==> src/rtl/i2c_chansel_slave.sv <==
module i2c_chansel_slave #(
  parameter int         FILT_LEN = 4,
  parameter logic [3:0] ADDR_HI  = 4'b1110
) (
  input  logic       clk,
  input  logic       rst_n,
  input  logic       scl_i,
  input  logic       sda_i,
  input  logic [2:0] addr_strap,
  input  logic [3:0] irq_pend,
  output logic       sda_pull,
  output logic [3:0] chan_en
);

  localparam int CW = $clog2(FILT_LEN + 1);

  localparam logic [2:0] S_IDLE = 3'd0;
  localparam logic [2:0] S_ADDR = 3'd1;
  localparam logic [2:0] S_AACK = 3'd2;
  localparam logic [2:0] S_WDAT = 3'd3;
  localparam logic [2:0] S_WACK = 3'd4;
  localparam logic [2:0] S_RDAT = 3'd5;
  localparam logic [2:0] S_RACK = 3'd6;

  logic [1:0] raw, filt, filt_q;
  assign raw = {scl_i, sda_i};

  for (genvar i = 0; i < 2; i++) begin : g_filt
    logic s1, s2, f, fq;
    logic [CW-1:0] run;
    always_ff @(posedge clk or negedge rst_n) begin
      if (!rst_n) begin
        s1 <= 1'b1; s2 <= 1'b1; f <= 1'b1; fq <= 1'b1; run <= '0;
      end else begin
        s1 <= raw[i];
        s2 <= s1;
        fq <= f;
        if (s2 == f) run <= '0;
        else if (run == CW'(FILT_LEN - 1)) begin
          f   <= s2;
          run <= '0;
        end else run <= run + 1'b1;
      end
    end
    assign filt[i]   = f;
    assign filt_q[i] = fq;
  end

  logic scl_f, sda_f, scl_q, sda_q;
  assign scl_f = filt[1];
  assign sda_f = filt[0];
  assign scl_q = filt_q[1];
  assign sda_q = filt_q[0];

  logic start_det, stop_det, rise, fall;
  assign start_det = scl_f & scl_q & sda_q & ~sda_f;
  assign stop_det  = scl_f & scl_q & ~sda_q & sda_f;
  assign rise      = scl_f & ~scl_q;
  assign fall      = ~scl_f & scl_q;

  logic [2:0] state;
  logic [3:0] bits;
  logic [7:0] shreg, txreg;
  logic       rd_q, nack_q;
  logic [2:0] ctrl_q;

  logic [7:0] status_byte;
  logic       addr_hit;
  assign status_byte = {irq_pend, 1'b0, ctrl_q};
  assign addr_hit    = (shreg[7:1] == {ADDR_HI, addr_strap});

  always_ff @(posedge clk or negedge rst_n) begin
    if (!rst_n) begin
      state    <= S_IDLE;
      bits     <= '0;
      shreg    <= '0;
      txreg    <= '0;
      rd_q     <= 1'b0;
      nack_q   <= 1'b0;
      ctrl_q   <= '0;
      sda_pull <= 1'b0;
      chan_en  <= '0;
    end else if (start_det) begin
      state    <= S_ADDR;
      bits     <= '0;
      sda_pull <= 1'b0;
    end else if (stop_det) begin
      state    <= S_IDLE;
      sda_pull <= 1'b0;
      chan_en  <= ctrl_q[2] ? (4'b0001 << ctrl_q[1:0]) : 4'b0000;
    end else begin
      case (state)
        S_ADDR, S_WDAT: begin
          if (rise) begin
            shreg <= {shreg[6:0], sda_f};
            bits  <= bits + 1'b1;
          end else if (fall && bits == 4'd8) begin
            if (state == S_WDAT) begin
              ctrl_q   <= shreg[2:0];
              sda_pull <= 1'b1;
              state    <= S_WACK;
            end else if (addr_hit) begin
              rd_q     <= shreg[0];
              txreg    <= status_byte;
              sda_pull <= 1'b1;
              state    <= S_AACK;
            end else begin
              state <= S_IDLE;
            end
          end
        end
        S_AACK: if (fall) begin
          bits <= '0;
          if (rd_q) begin
            sda_pull <= ~txreg[7];
            state    <= S_RDAT;
          end else begin
            sda_pull <= 1'b0;
            state    <= S_WDAT;
          end
        end
        S_WACK: if (fall) begin
          bits     <= '0;
          sda_pull <= 1'b0;
          state    <= S_WDAT;
        end
        S_RDAT: begin
          if (rise) bits <= bits + 1'b1;
          else if (fall) begin
            if (bits == 4'd8) begin
              sda_pull <= 1'b0;
              state    <= S_RACK;
            end else begin
              txreg    <= {txreg[6:0], 1'b0};
              sda_pull <= ~txreg[6];
            end
          end
        end
        S_RACK: begin
          if (rise) nack_q <= sda_f;
          else if (fall) begin
            if (nack_q) state <= S_IDLE;
            else begin
              txreg    <= status_byte;
              sda_pull <= ~status_byte[7];
              bits     <= '0;
              state    <= S_RDAT;
            end
          end
        end
        default: ;
      endcase
    end
  end

endmodule

==> config.mk <==
export PLATFORM = sky130hd
export DESIGN_NAME = i2c_chansel_slave
export DESIGN_NICKNAME = d
export VERILOG_FILES = /design/src/rtl/i2c_chansel_slave.sv
export SDC_FILE = /design/constraint.sdc
export NUM_CORES = 1
export LEC_CHECK = 0
export ABC_AREA = 1
export BUFFER_PORTS_ARGS = -buffer_cell sky130_fd_sc_hd__buf_2
export CAP_MARGIN = 20
export CORE_UTILIZATION = 60
export CTS_CLUSTER_SIZE = 8
export DETAILED_ROUTE_END_ITERATION = 8
export PLACE_DENSITY = 0.81
export SYNTH_ARGS = -nofsm -noshare
export SYNTH_HDL_FRONTEND = slang
export SYNTH_SLANG_ARGS = --single-unit
==> constraint.sdc <==
create_clock -name clk -period 4.59 [get_ports clk]
set_input_delay 0.2295 -clock clk [delete_from_list [all_inputs] [get_ports clk]]
set_output_delay 0.2295 -clock clk [all_outputs]
set_load 0.01 [all_outputs]
* Word-level counts from Yosys, hierarchy flattened
Cells that the tools add are included.
** Storage, ports and cells
- Output and inout bits :: 5
- Logic and storage cells :: 156
- Input port bits :: 11
- Register bits :: 47
** Cells by class
- Shift operators :: 1
- Equal/unequal tests :: 39
- Multiplexer cells :: 56
- Bitwise gates (word level) :: 20
- Reductions and logical operators :: 18
- Add/subtract/negate cells :: 3
** Operators with widths (count)
- 8-bit 2-to-1 mux :: 10
- 3-bit 2-to-1 mux :: 18
- 4-bit != test, second input constant :: 10
- 4-bit 2-to-1 mux :: 8
- 8-bit one-hot mux with 3 select lines :: 1
- 2-bit != test, second input constant :: 11
- 1-bit 2-to-1 mux :: 15
- 3-bit one-hot mux with 5 select lines :: 1
- 7-bit AND reduction :: 2
- 1-bit inverter :: 13
- 13-bit AND reduction :: 1
- 3-bit by 2-bit == test with 1-bit output, second input constant :: 4
- 4-bit one-hot mux with 3 select lines :: 1
- 11-bit AND reduction :: 1
- 10-bit AND reduction :: 1
- 3-bit == test, second input constant :: 3
- 3-bit != test, second input constant :: 3
- 4-bit AND reduction :: 2
- 1-bit bitwise AND :: 7
- 7-bit == test :: 1
- 7-bit nonzero test :: 1
- 3-bit by 1-bit adder with 3-bit output, second input constant :: 2
- 3-bit by 1-bit != test with 1-bit output, second input constant :: 2
- 2-bit AND reduction :: 3
- 14 further kinds :: 16

* Longest topological paths before layout
Gate-level depths: netlist (run 1).
- Word-level depth :: 8
- Depth in mapped cells :: 11
- Mapped depth without buffers :: 11

* Worst setup path after synthesis (run 1)
Ideal clock, no wire load.
- Path kind :: flip-flop to flip-flop
- From :: reg bits[0]
- To :: reg txreg[3]
- Clock period less this slack :: 1.600 ns
- Buffers on the path :: 1
- Path slack :: 2.990 ns
- Data required time :: 4.469 ns
- Cell stages (with the launch flop) :: 10
- Setup time :: 0.121 ns
- Arrival :: 1.479 ns
- Cell sequence :: dfrtp_1 inv_1 ha_1 nand3_1 o21ai_0 and3_1 nand3_2 buf_2 nand2_1 o21ai_1
** Between the ends
- Word-level cells in the longest chain between the ends :: 4
- Elaborated cells between the ends (all ways) :: 5
- Classes of those cells :: eq/ne: 3; reduce/logical: 2
** RTL lines
- start: declaration :: RTL line 62 : logic [3:0] bits;
- start signal: assignment :: RTL line 96 : bits <= bits + 1'b1;
- start signal: assignment :: RTL line 128 : if (rise) bits <= bits + 1'b1;
- 4-bit == test (*) :: RTL line 97, 130
- 1-bit logical AND :: RTL line 97 : end else if (fall && bits == 4'd8) begin
- 2-bit != test (no source line)
- 13-bit AND reduction (no source line) (*)
- end signal: assignment :: RTL line 104 : txreg <= status_byte;
- end signal: assignment :: RTL line 134 : txreg <= {txreg[6:0], 1'b0};
- end signal: assignment :: RTL line 144 : txreg <= status_byte;
- end: declaration :: RTL line 63 : logic [7:0] shreg, txreg;
Every way passes the cells marked *; elsewhere a longest branch is shown, timed or not.
A chain may end at the register's enable or synchronous reset.

* Final worst setup path (run 1)
- From :: reg g_filt[1].f
- To :: reg state[2]
** Between the ends
- Word-level cells in the longest chain between the ends :: 5
- Elaborated cells between the ends (all ways) :: 22
- Classes of those cells :: eq/ne: 9; mux: 2; bitwise: 8; reduce/logical: 3
** RTL lines
- start: declaration :: RTL line 29 : logic s1, s2, f, fq;
- start signal: assignment :: RTL line 33 : s1 <= 1'b1; s2 <= 1'b1; f <= 1'b1; fq <= 1'b1; run <= '0;
- start signal: assignment :: RTL line 40 : f <= s2;
- 1-bit bitwise AND or 1-bit inverter (tied branches) :: RTL line 56, 57, 59
- 1-bit bitwise AND (on tied branches) :: RTL line 56, 57, 59
- 1-bit bitwise AND (tied with other cells) :: RTL line 56 : assign start_det = scl_f & scl_q & sda_q & ~sda_f;
- 4-bit != test (no source line) (tied with other cells)
- 10-bit AND reduction (no source line) or 3-bit 2-to-1 mux (tied branches)
- end signal: assignment :: RTL line 74 : state <= S_IDLE;
- end signal: assignment :: RTL line 84 : state <= S_ADDR;
- end signal: assignment :: RTL line 88 : state <= S_IDLE;
- end: declaration :: RTL line 61 : logic [2:0] state;
Several ways; a longest one is shown, not always the timed one.

==> flow_metrics.py, run 1 <==
metrics = {
    "cells_and_area": {
        "nets": 342,
        "drive_above_1_share": 0.128,
        "fillers": 293,
        "area_growth_pct": 12.1,
        "final_core_util": 0.717,
        "antenna_cells": 0,
    },
    "run": {
        "maxCapViolCount": 0,
    },
    "setup_path": {
        "timing.rr.end": "state[2]",
        "critical-path-max-stage-delay_ns": 0.57,
        "cp_num_buf_inv": 2,
        "cpMaxStageDelayCell": "dfstp_2",
        "path_cells": "inv_1 > nor2_1 > nand2_1 > nand2_1 > inv_1 > nand2_1 > nor2_1 > nand2_1 > nand2_1 > nand3_1 > nand2_1",
        "worstSetupStartpoint": "g_filt[1].f",
        "rrSetupSlack_ns": 2.61,
        "cp.depth": 11,
        "r2r_start": "g_filt[1].f",
        "crit_fanout": 17,
        "endpoint_kind": "flop",
        "arrival_ns": 2.18,
        "path_delay_family": "simple AND/OR/NAND/NOR gates",
        "crit_required_ns": 4.79,
        "timing.critical_path.mode_cell": "nand2_1",
        "critical_path_class": "flop to flop",
        "startpoint_type": "flop",
        "setup.worst_path.end": "state[2]",
        "worstRegToRegCells": 11,
    },
    "power": {
        "switching_share": 0.402,
        "p_per_area_nw_per_um2": 606,
        "p_seq_frac": 0.392,
        "leakagePower_nw": 1.34,
        "power_frac_clock": 0.220,
        "p_switching_mw": 0.649,
        "combPwrFrac": 0.388,
        "internal_power_mw": 0.967,
        "ir_worst_vdd_uv": 327,
    },
    "floorplanning": {
        "start_util": 0.639,
        "fp.dieW_um": 64.9,
        "core-area_um2": 3720,
        "io_pins": 16,
        "die_y_um": 64.9,
        "num_rows": 22,
        "die-area_um2": 4220,
    },
    "clocking": {
        "clock_latency_ns": 0.30,
        "root_buffer": "clkbuf_8",
        "cts_sinks": 47,
        "numCtsBuffers": 5,
        "htreeDepth": 2,
        "path_clk_slew_ns": 0.09,
        "clock_path_buffers": 2,
        "cts_tree": "done",
    },
    "timing": {
        "fin_setup_tns_ns": 0,
        "tightest_slew_ns": 0.561,
        "rsz0062_at_grt": "no",
        "fmax_mhz": 504,
        "maxSlewHeadroom": 0.623,
        "hold_violations": 0,
        "period_minus_slack_ns": 1.98,
        "finalSetupViolations": 0,
        "finalClockSkew_ns": 0.00534,
        "report.final.slew_viol_count": 0,
        "min_period_over_period": 0.432,
    },
    "synth": {
        "synthMuxAreaShare": 0.00474,
        "yosysTopAreaCellShare": 0.411,
        "ys_seq_area_frac": 0.499,
        "synth_fa_ha_area_frac": 0.0211,
        "synth_cell_types": 30,
        "synth_top_family_by_area": "simple AND/OR/NAND/NOR gates",
        "synthCells": 307,
        "synth.avg_cell_area_um2": 7.74,
        "synth.net_count": 322,
        "synth-compound-area-share": 0.0948,
        "synth_seq_cells": 47,
        "synth_area_leaders": "dfrtp_1 (41%), nand2_1 (15%), dfstp_2 (8.8%)",
        "yosysTopAreaCell": "dfrtp_1",
        "synth_area_um2": 2380,
        "synth-xor-area-share": 0.00737,
        "yosys_warnings": 0,
        "synth_simple_gate_area_frac": 0.304,
    },
    "detailed_routing": {
        "routed_wl_um": 4330,
        "first_pass_iters": 4,
        "drtAntennaViolNets": 0,
        "viasPerCell": 5.20,
        "wl_per_cell_um": 11.5,
        "vias": 1956,
        "drt_iter0_drc": 141,
        "route.detailed.drc": 0,
    },
    "run_status": {
        "outcome": "complete, no violations",
    },
    "grt": {
        "grt-ovfl-total": 0,
        "groute.usage.overall": 0.235,
        "antenna_found_initial": 0,
        "grt_max_degree": 48,
        "grt_pass1_wl_um": 7620,
        "grt_pass1_vias": 1764,
    },
    "placed_design": {
        "io_buffers": 15,
        "place_hpwl_um": 3080,
        "gp_congestion": 0.980,
    },
    "min_path": {
        "hp-class": "input pin to flop",
    },
}
[stage by stage]
step	std cells	total power [mW]	cell area (um2)	setup slack [ns]	hold slack, ns
floorplan	307	1.12	2380	2.99	-0.0661
global placement	366	1.24	2490	2.62	0.334
detailed placement	366	1.26	2490	2.64	0.336
CTS	374	1.62	2630	2.60	0.0119
global route	376	1.75	2660	2.38	0.00530
finish	376	1.62	2660	2.61	0.0204
[cell usage after synthesis]
cell type	n
clkbuf_1	1
inv_1	33
nand2_1	92
nor3b_1	2
ha_1	4
nor2_4	1
nor2_2	2
buf_2	2
o21ai_1	12
o21ai_0	20
a21oi_1	4
and2_0	4
nor4_1	2
nor3_1	5
inv_2	5
dfrtp_1	39
nand4_1	2
mux2_2	1
o21bai_1	1
nand3_2	1
nor2_1	31
and3_1	1
buf_4	1
o21a_1	2
dfstp_2	8
xnor2_1	2
o221ai_1	1
nand3_1	26
a211oi_1	1
a31oi_1	1
[what timing repair did]
action                                 CTS  global route
setup buffers                            0             0
endpoints found under the hold margin    0            20
gates resized for setup                  0             0
hold buffers                             0             1
[registers in the layout, indices dropped and copies added (netlist names), 2 cells and up]
name	count
shreg	8
txreg	8
g_filt.run	6
bits	4
chan_en	4
ctrl_q	3
state	3
g_filt.f	2
g_filt.fq	2
g_filt.s1	2
g_filt.s2	2
[power groups by stage]
stage / Clock, mW / Combinational (mW) / Sequential, mW
after global routing: 0.381 / 0.725 / 0.647
after floorplan: 0 / 0.508 / 0.612
final: 0.356 / 0.627 / 0.633
after global placement: 0 / 0.603 / 0.637
after detailed placement: 0 / 0.615 / 0.641
after CTS: 0.364 / 0.626 / 0.633
[cells by family after synthesis]
group           count (synthesis)
compound gates                 42
xor+xnor                        2
fa+ha+maj                       4
buf+inv                        42
flops                          47
mux                             1
simple gates                  169
[layout by cell type (no fill, tap or decap), types with 2 or more instances in the layout]
master / instances
nand2_1: 92
dfrtp_1: 39
inv_1: 33
nor2_1: 31
nand3_1: 26
o21ai_0: 20
buf_2: 15
o21ai_1: 12
dfstp_2: 8
nor3_1: 5
inv_2: 5
clkbuf_8: 5
and2_0: 4
a21oi_1: 4
ha_1: 4
xnor2_1: 2
nor3b_1: 2
o21a_1: 2
nor2_2: 2
nand4_1: 2
nor4_1: 2
bufinv_16: 2
[worst register-to-register path: stages (launching register included)]
cell and delay (ns):
dfstp_2 0.57, inv_1 0.07, nor2_1 0.22, nand2_1 0.35
nand2_1 0.19, inv_1 0.05, nand2_1 0.06, nor2_1 0.06
nand2_1 0.09, nand2_1 0.09, nand3_1 0.07, nand2_1 0.06
[worst min path at each step]
stage	from	endpoint	slack, ns	depth (start not counted)
2_1_floorplan	rst_n	bits[0]	-0.07	0
3_3_place_gp	scl_i	g_filt[1].s1	0.33	1
3_5_place_dp	sda_i	g_filt[0].s1	0.34	1
4_1_cts	sda_i	g_filt[0].s1	0.01	1
5_1_grt	sda_i	g_filt[0].s1	0.005	1
6_report	sda_i	g_filt[0].s1	0.02	1
[per-layer routing]
layer / GRT usage / wire length (um) / up-vias / share of wire
li1: - / - / 1024 / -
met1: 0.317 / 2080 / 874 / 0.48
met2: 0.372 / 2000 / 50 / 0.46
met3: 0.0528 / 199 / 8 / 0.046
met4: 0.0806 / 55 / 0 / 0.013
met5: 0 / 0 / - / 0
[layout make-up]
type / count / area (um2) / share of cell area
sequential: 47 / 1190 / 0.445
timing repair buffer: 17 / 113 / 0.0423
clock buffer: 5 / 68.8 / 0.0258
multi-input combinational: 218 / 1030 / 0.385
inverter: 38 / 143 / 0.0535
tap: 48 / 60.1 / 0.0225
clock inverter: 3 / 67.6 / 0.0254
Note: power is estimated with default switching activity, not from simulation.
==> run 2, diff against run 1 <==
--- a/config.mk
+++ b/config.mk
@@ -5,13 +5,13 @@
 export SDC_FILE = /design/constraint.sdc
 export NUM_CORES = 1
 export LEC_CHECK = 0
-export ABC_AREA = 1
+export ABC_AREA = 0
 export BUFFER_PORTS_ARGS = -buffer_cell sky130_fd_sc_hd__buf_2
 export CAP_MARGIN = 20
-export CORE_UTILIZATION = 60
+export CORE_UTILIZATION = 53
 export CTS_CLUSTER_SIZE = 8
 export DETAILED_ROUTE_END_ITERATION = 8
-export PLACE_DENSITY = 0.81
+export PLACE_DENSITY = 0.76
 export SYNTH_ARGS = -nofsm -noshare
 export SYNTH_HDL_FRONTEND = slang
 export SYNTH_SLANG_ARGS = --single-unit
==> constraint.sdc (replaced) <==
create_clock -name clk -period 1.6 [get_ports clk]
set_input_delay 0.08 -clock clk [delete_from_list [all_inputs] [get_ports clk]]
set_output_delay 0.08 -clock clk [all_outputs]
set_load 0.01 [all_outputs]
==> flow_metrics.py, run 2 <==
metrics = {
    "run_status": {
        "outcome": "complete, but fails checks",
        "violations": "negative setup slack",
    },
    "grt": {
        "groute.usage.overall": 0.222,
        "grt-ovfl-total": 0,
        "grt_max_degree": 48,
        "grt_pass1_vias": 1637,
        "antenna_found_initial": 0,
        "grt_pass1_wl_um": 7390,
    },
    "setup_path": {
        "critical_path_class": "flop to flop",
        "crit_required_ns": 1.80,
        "endpoint_kind": "flop",
        "crit_fanout": 8,
        "arrival_ns": 1.99,
        "startpoint_type": "flop",
    },
    "min_path": {
        "hp-class": "input pin to flop",
    },
    "timing": {
        "rsz0062_at_grt": "yes",
        "finalClockSkew_ns": 0.0112,
        "maxSlewHeadroom": 0.612,
        "period_minus_slack_ns": 1.80,
        "fin_setup_tns_ns": -1.79,
        "finalWorstSetupSlack_ns": -0.197,
        "min_period_over_period": 1.12,
        "hold_ws_ns": 0.133,
        "report.final.slew_viol_count": 0,
        "tightest_slew_ns": 0.582,
        "hold_violations": 0,
        "fmax_mhz": 557,
        "finalSetupViolations": 11,
    },
    "synth": {
        "synth_seq_cells": 47,
        "async_flop_share": 1.00,
        "synth_flop_cell": "dfrtp_1",
        "synth_area_um2": 2300,
        "synth_area_leaders": "dfrtp_1 (42%), mux2_2 (12%), dfstp_2 (9.1%)",
        "synth_cell_types": 46,
        "ys_seq_area_frac": 0.515,
        "synth.avg_cell_area_um2": 11.5,
        "synthCells": 201,
        "synth_edf_count": 0,
        "yosysTopAreaCellShare": 0.423,
        "yosysTopAreaCell": "dfrtp_1",
        "yosysMostFrequentCell": "dfrtp_1",
        "synth.net_count": 216,
        "yosys_warnings": 0,
        "synth_commonest_cells": "dfrtp_1 (39), mux2_2 (25), nand2_1 (18), dfstp_2 (8)",
    },
    "floorplanning": {
        "die-area_um2": 4620,
        "num_rows": 23,
        "start_util": 0.564,
        "io_pins": 16,
        "fp.dieW_um": 67.9,
        "core-area_um2": 4090,
        "die_y_um": 67.9,
    },
    "detailed_routing": {
        "drtAntennaViolNets": 0,
        "route.detailed.drc": 0,
        "first_pass_iters": 4,
        "viasPerCell": 5.69,
        "drt_iter0_drc": 145,
        "vias": 1804,
        "routed_wl_um": 5210,
        "wl_per_cell_um": 16.4,
    },
    "clocking": {
        "numCtsBuffers": 5,
        "htreeDepth": 2,
        "cts_tree": "done",
        "path_clk_slew_ns": 0.09,
        "root_buffer": "clkbuf_8",
        "cts_sinks": 47,
        "clock_latency_ns": 0.31,
        "clock_path_buffers": 2,
    },
    "cells_and_area": {
        "layout_commonest_cell": "buf_4",
        "fin_area_um2": 3050,
        "antenna_cells": 0,
        "final_cell_mix": "buf_4 (40), dfrtp_1 (36), nand2_1 (17)",
        "final_core_util": 0.746,
        "fillers": 266,
        "nets": 281,
        "area_growth_pct": 32.4,
        "drive_above_1_share": 0.468,
        "top_regs": "shreg x8, txreg x8, g_filt.run x6",
    },
    "power": {
        "p_seq_frac": 0.354,
        "p_switching_mw": 1.77,
        "leakagePower_nw": 1.39,
        "power_frac_clock": 0.174,
        "p_per_area_nw_per_um2": 1700,
        "combPwrFrac": 0.472,
        "switching_share": 0.342,
        "internal_power_mw": 3.41,
        "ir_worst_vdd_uv": 966,
    },
    "placed_design": {
        "place_hpwl_um": 3280,
        "io_buffers": 15,
        "place_area_um2": 2720,
        "place_ws_ns": -0.306,
        "gp_congestion": 0.826,
    },
    "run": {
        "maxCapViolCount": 0,
    },
}
run 2: cell count changes after synthesis, moves of 12 or more:
| cell | change |
|---|---|
| o21ai_1 | -12 |
| inv_1 | -26 |
| mux2_2 | +24 |
| nand3_1 | -20 |
| o21ai_0 | -13 |
| nand2_1 | -74 |
| nor2_1 | -25 |
run 2: layout make-up:
class | instances | area, um2 | area share
clock buffer | 6 | 82.6 | 0.0271
timing repair buffer | 64 | 473 | 0.155
inverter | 7 | 26.3 | 0.00861
multi-input combinational | 141 | 1180 | 0.387
clock inverter | 2 | 35.0 | 0.0115
tap | 50 | 62.6 | 0.0205
sequential | 47 | 1190 | 0.390
run 2: metal layers:
metal / part of all wire / up-vias / wire length, um / track usage
li1: - / 860 / - / -
met1: 0.47 / 900 / 2430 / 0.305
met2: 0.49 / 36 / 2530 / 0.346
met3: 0.031 / 8 / 160 / 0.0450
met4: 0.017 / 0 / 89 / 0.0807
met5: 0 / - / 0 / 0
run 2: cell families (layout without fill, tap and decap cells):
| kind of cell | count (synthesis) | count (layout) | share of synthesized area |
|---|---|---|---|
| DFF | 47 | 47 | 0.515 |
| AOI/OAI and AO/OA | 33 | 33 | 0.101 |
| adders and majority gates | 4 | 4 | 0.0217 |
| xor gates and xnor gates | 6 | 6 | 0.0228 |
| muxes | 27 | 27 | 0.131 |
| buffers and inverters | 13 | 79 | 0.0233 |
| and+or+nand+nor | 71 | 71 | 0.186 |
run 2: per-stage QoR:
| step | total power, mW | std cells |
|---|---|---|
| after floorplan | 3.03 | 201 |
| after detailed placement | 3.89 | 300 |
| after global placement | 3.83 | 300 |
| after CTS | 4.98 | 313 |
| final | 5.18 | 317 |
| after global routing | 5.47 | 317 |
run 2: worst max-delay path: stages, from the launching register on:
cell and delay [ns]:
dfrtp_1 0.40, inv_2 0.09, ha_4 0.14, nand3b_1 0.11, o2111a_1 0.29, nor4_4 0.15, buf_6 0.19, mux2_4 0.31
run 2: final timing paths:
kind	from	end	slack (ns)	depth (start not counted)
max	bits[1]	txreg[3]	-0.20	7
max in group asynchronous	rst_n	state[1]	0.80	3
min reg2reg	g_filt[0].s1	g_filt[0].s2	0.36	0
max reg2reg	bits[1]	txreg[3]	-0.20	7
min in group asynchronous	rst_n	bits[3]	0.39	3
min	irq_pend[1]	txreg[5]	0.13	3
run 2: repair_timing:
| item | 4_1_cts | 5_1_grt |
|---|---|---|
| gates resized for setup | 19 | 21 |
| setup endpoints to repair | 15 | 27 |
| cloned | 0 | 1 |
| hold buffers | 3 | 0 |
| hold endpoints to repair | 41 | 0 |
| pin swaps | 4 | 5 |
| setup buffers | 2 | 4 |
run 2: power groups by stage:
stage               clock network [mW]  logic, mW  registers [mW]
floorplan                            0       1.27            1.76
global placement                     0       2.01            1.81
detailed placement                   0       2.06            1.83
CTS                              0.919       2.23            1.82
global route                     0.963       2.63            1.87
finish                           0.900       2.44            1.83
==> run 3, diff against run 2 <==
--- a/config.mk
+++ b/config.mk
@@ -12,6 +12,7 @@
 export CTS_CLUSTER_SIZE = 8
 export DETAILED_ROUTE_END_ITERATION = 8
 export PLACE_DENSITY = 0.76
+export RECOVER_POWER = 50
 export SYNTH_ARGS = -nofsm -noshare
 export SYNTH_HDL_FRONTEND = slang
 export SYNTH_SLANG_ARGS = --single-unit
==> flow_metrics.py, run 3 (synthesis results as in run 2) <==
metrics = {
    "run_status": {
        "outcome": "complete, but fails checks",
        "violations": "negative setup slack",
    },
    "detailed_routing": {
        "first_pass_iters": 4,
        "route.detailed.drc": 0,
        "drt_iter0_drc": 136,
        "vias": 1811,
        "routed_wl_um": 5210,
        "wl_per_cell_um": 16.4,
        "viasPerCell": 5.71,
        "drtAntennaViolNets": 0,
    },
    "clocking": {
        "clock_latency_ns": 0.31,
        "cts_sinks": 47,
        "numCtsBuffers": 5,
        "cts_tree": "done",
        "htreeDepth": 2,
        "path_clk_slew_ns": 0.09,
        "root_buffer": "clkbuf_8",
        "clock_path_buffers": 2,
    },
    "timing": {
        "report.final.slew_viol_count": 0,
        "fmax_mhz": 556,
        "min_period_over_period": 1.12,
        "rsz0062_at_grt": "yes",
        "finalClockSkew_ns": 0.0116,
        "period_minus_slack_ns": 1.80,
        "finalWorstSetupSlack_ns": -0.198,
        "hold_violations": 0,
        "maxSlewHeadroom": 0.232,
        "finalSetupViolations": 12,
        "tightest_slew_ns": 1.15,
    },
    "power": {
        "p_per_area_nw_per_um2": 1700,
        "p_seq_frac": 0.355,
        "p_switching_mw": 1.77,
        "total_power_mw": 5.17,
        "switching_share": 0.343,
        "combPwrFrac": 0.471,
        "internal_power_mw": 3.39,
        "power_frac_clock": 0.174,
        "leakagePower_nw": 1.38,
        "ir_worst_vdd_uv": 946,
    },
    "setup_path": {
        "setup.worst_path.end": "txreg[3]",
        "r2r_start": "bits[1]",
        "timing.rr.end": "txreg[3]",
        "arrival_ns": 1.99,
        "endpoint_kind": "flop",
        "critical_path_class": "flop to flop",
        "worstSetupStartpoint": "bits[1]",
        "crit_fanout": 8,
        "worstRegToRegCells": 7,
        "crit_required_ns": 1.80,
        "rrSetupSlack_ns": -0.20,
        "startpoint_type": "flop",
    },
    "cells_and_area": {
        "nets": 281,
        "top_regs": "shreg x8, txreg x8, g_filt.run x6",
        "drive_above_1_share": 0.464,
        "layout_commonest_cell": "buf_4",
        "area_growth_pct": 32.1,
        "final_cell_mix": "buf_4 (38), dfrtp_1 (36), nand2_1 (17)",
        "antenna_cells": 0,
        "instances_no_fill": 317,
    },
    "run": {
        "maxCapViolCount": 0,
    },
    "floorplanning": {
        "die_y_um": 67.9,
        "num_rows": 23,
        "start_util": 0.564,
        "core-area_um2": 4090,
        "io_pins": 16,
        "fp.dieW_um": 67.9,
        "die-area_um2": 4620,
    },
    "placed_design": {
        "place_ws_ns": -0.306,
        "io_buffers": 15,
        "gp_congestion": 0.826,
        "dp_cells": 300,
        "place_hpwl_um": 3280,
    },
    "grt": {
        "grt_pass1_vias": 1637,
        "grt_max_degree": 48,
        "grt-ovfl-total": 0,
        "antenna_found_initial": 0,
        "groute.usage.overall": 0.222,
        "grt_pass1_wl_um": 7390,
    },
    "min_path": {
        "holdPathStages": 3,
        "hp-class": "input pin to flop",
    },
}
run 3: cell count changes in the layout (fill, tap and decap cells not counted), sizes merged:
cell,before,now
clkbuf,6,8
buf,61,59
run 3: worst min path at each step:
stage,from,slack [ns],end
finish,irq_pend[1],0.13,txreg[5]
global route,irq_pend[2],0.14,txreg[6]
CTS,irq_pend[1],0.13,txreg[5]
detailed placement,sda_i,0.19,g_filt[0].s1
global placement,sda_i,0.19,g_filt[0].s1
floorplan,rst_n,-0.22,bits[0]
run 3: layer usage:
| metal | vias up | global-route usage | share of wire |
|---|---|---|---|
| li1 | 860 | - | - |
| met1 | 905 | 0.305 | 0.46 |
| met3 | 8 | 0.0450 | 0.033 |
| met5 | - | 0 | 0 |
| met4 | 0 | 0.0807 | 0.017 |
| met2 | 38 | 0.346 | 0.48 |
run 3: cell type report:
| cell class | count | area [um2] |
|---|---|---|
| clock inverter | 2 | 35.0 |
| timing repair buffer | 64 | 467 |
| multi-input combinational | 141 | 1180 |
| inverter | 7 | 26.3 |
| sequential | 47 | 1190 |
| clock buffer | 6 | 82.6 |
| fill | 267 | 1040 |
| tap | 50 | 62.6 |
run 3: power groups by stage:
stage / sequential (mW) / clock (mW) / combinational (mW)
finish: 1.83 / 0.899 / 2.43
floorplan: 1.76 / 0 / 1.27
CTS: 1.82 / 0.919 / 2.23
global placement: 1.81 / 0 / 2.01
detailed placement: 1.83 / 0 / 2.06
global route: 1.87 / 0.963 / 2.62
run 3: per-stage QoR:
step	utilization	TNS [ns]	instance area (um2)	hold slack (ns)
2_1_floorplan	-	-3.02	2310	-0.216
3_3_place_gp	0.665	-2.45	2720	0.185
3_5_place_dp	0.665	-2.87	2720	0.186
4_1_cts	0.724	-1.53	2960	0.129
5_1_grt	0.745	-2.89	3040	0.142
6_report	0.745	-1.84	3040	0.134
run 3: timing repair:
item | in CTS | in global routing
resized for setup | 19 | 21
setup endpoints to repair | 15 | 27
endpoints found under the hold margin | 41 | 0
gates cloned | 0 | 1
hold buffers | 3 | 0
setup buffers | 2 | 4
pin swaps | 4 | 5
run 3: worst max-delay path, stage by stage, from the launching register on:
cell and delay, ns:
dfrtp_1 0.40, inv_2 0.09, ha_4 0.14, nand3b_1 0.11
o2111a_1 0.29, nor4_4 0.15, buf_6 0.19, mux2_4 0.31
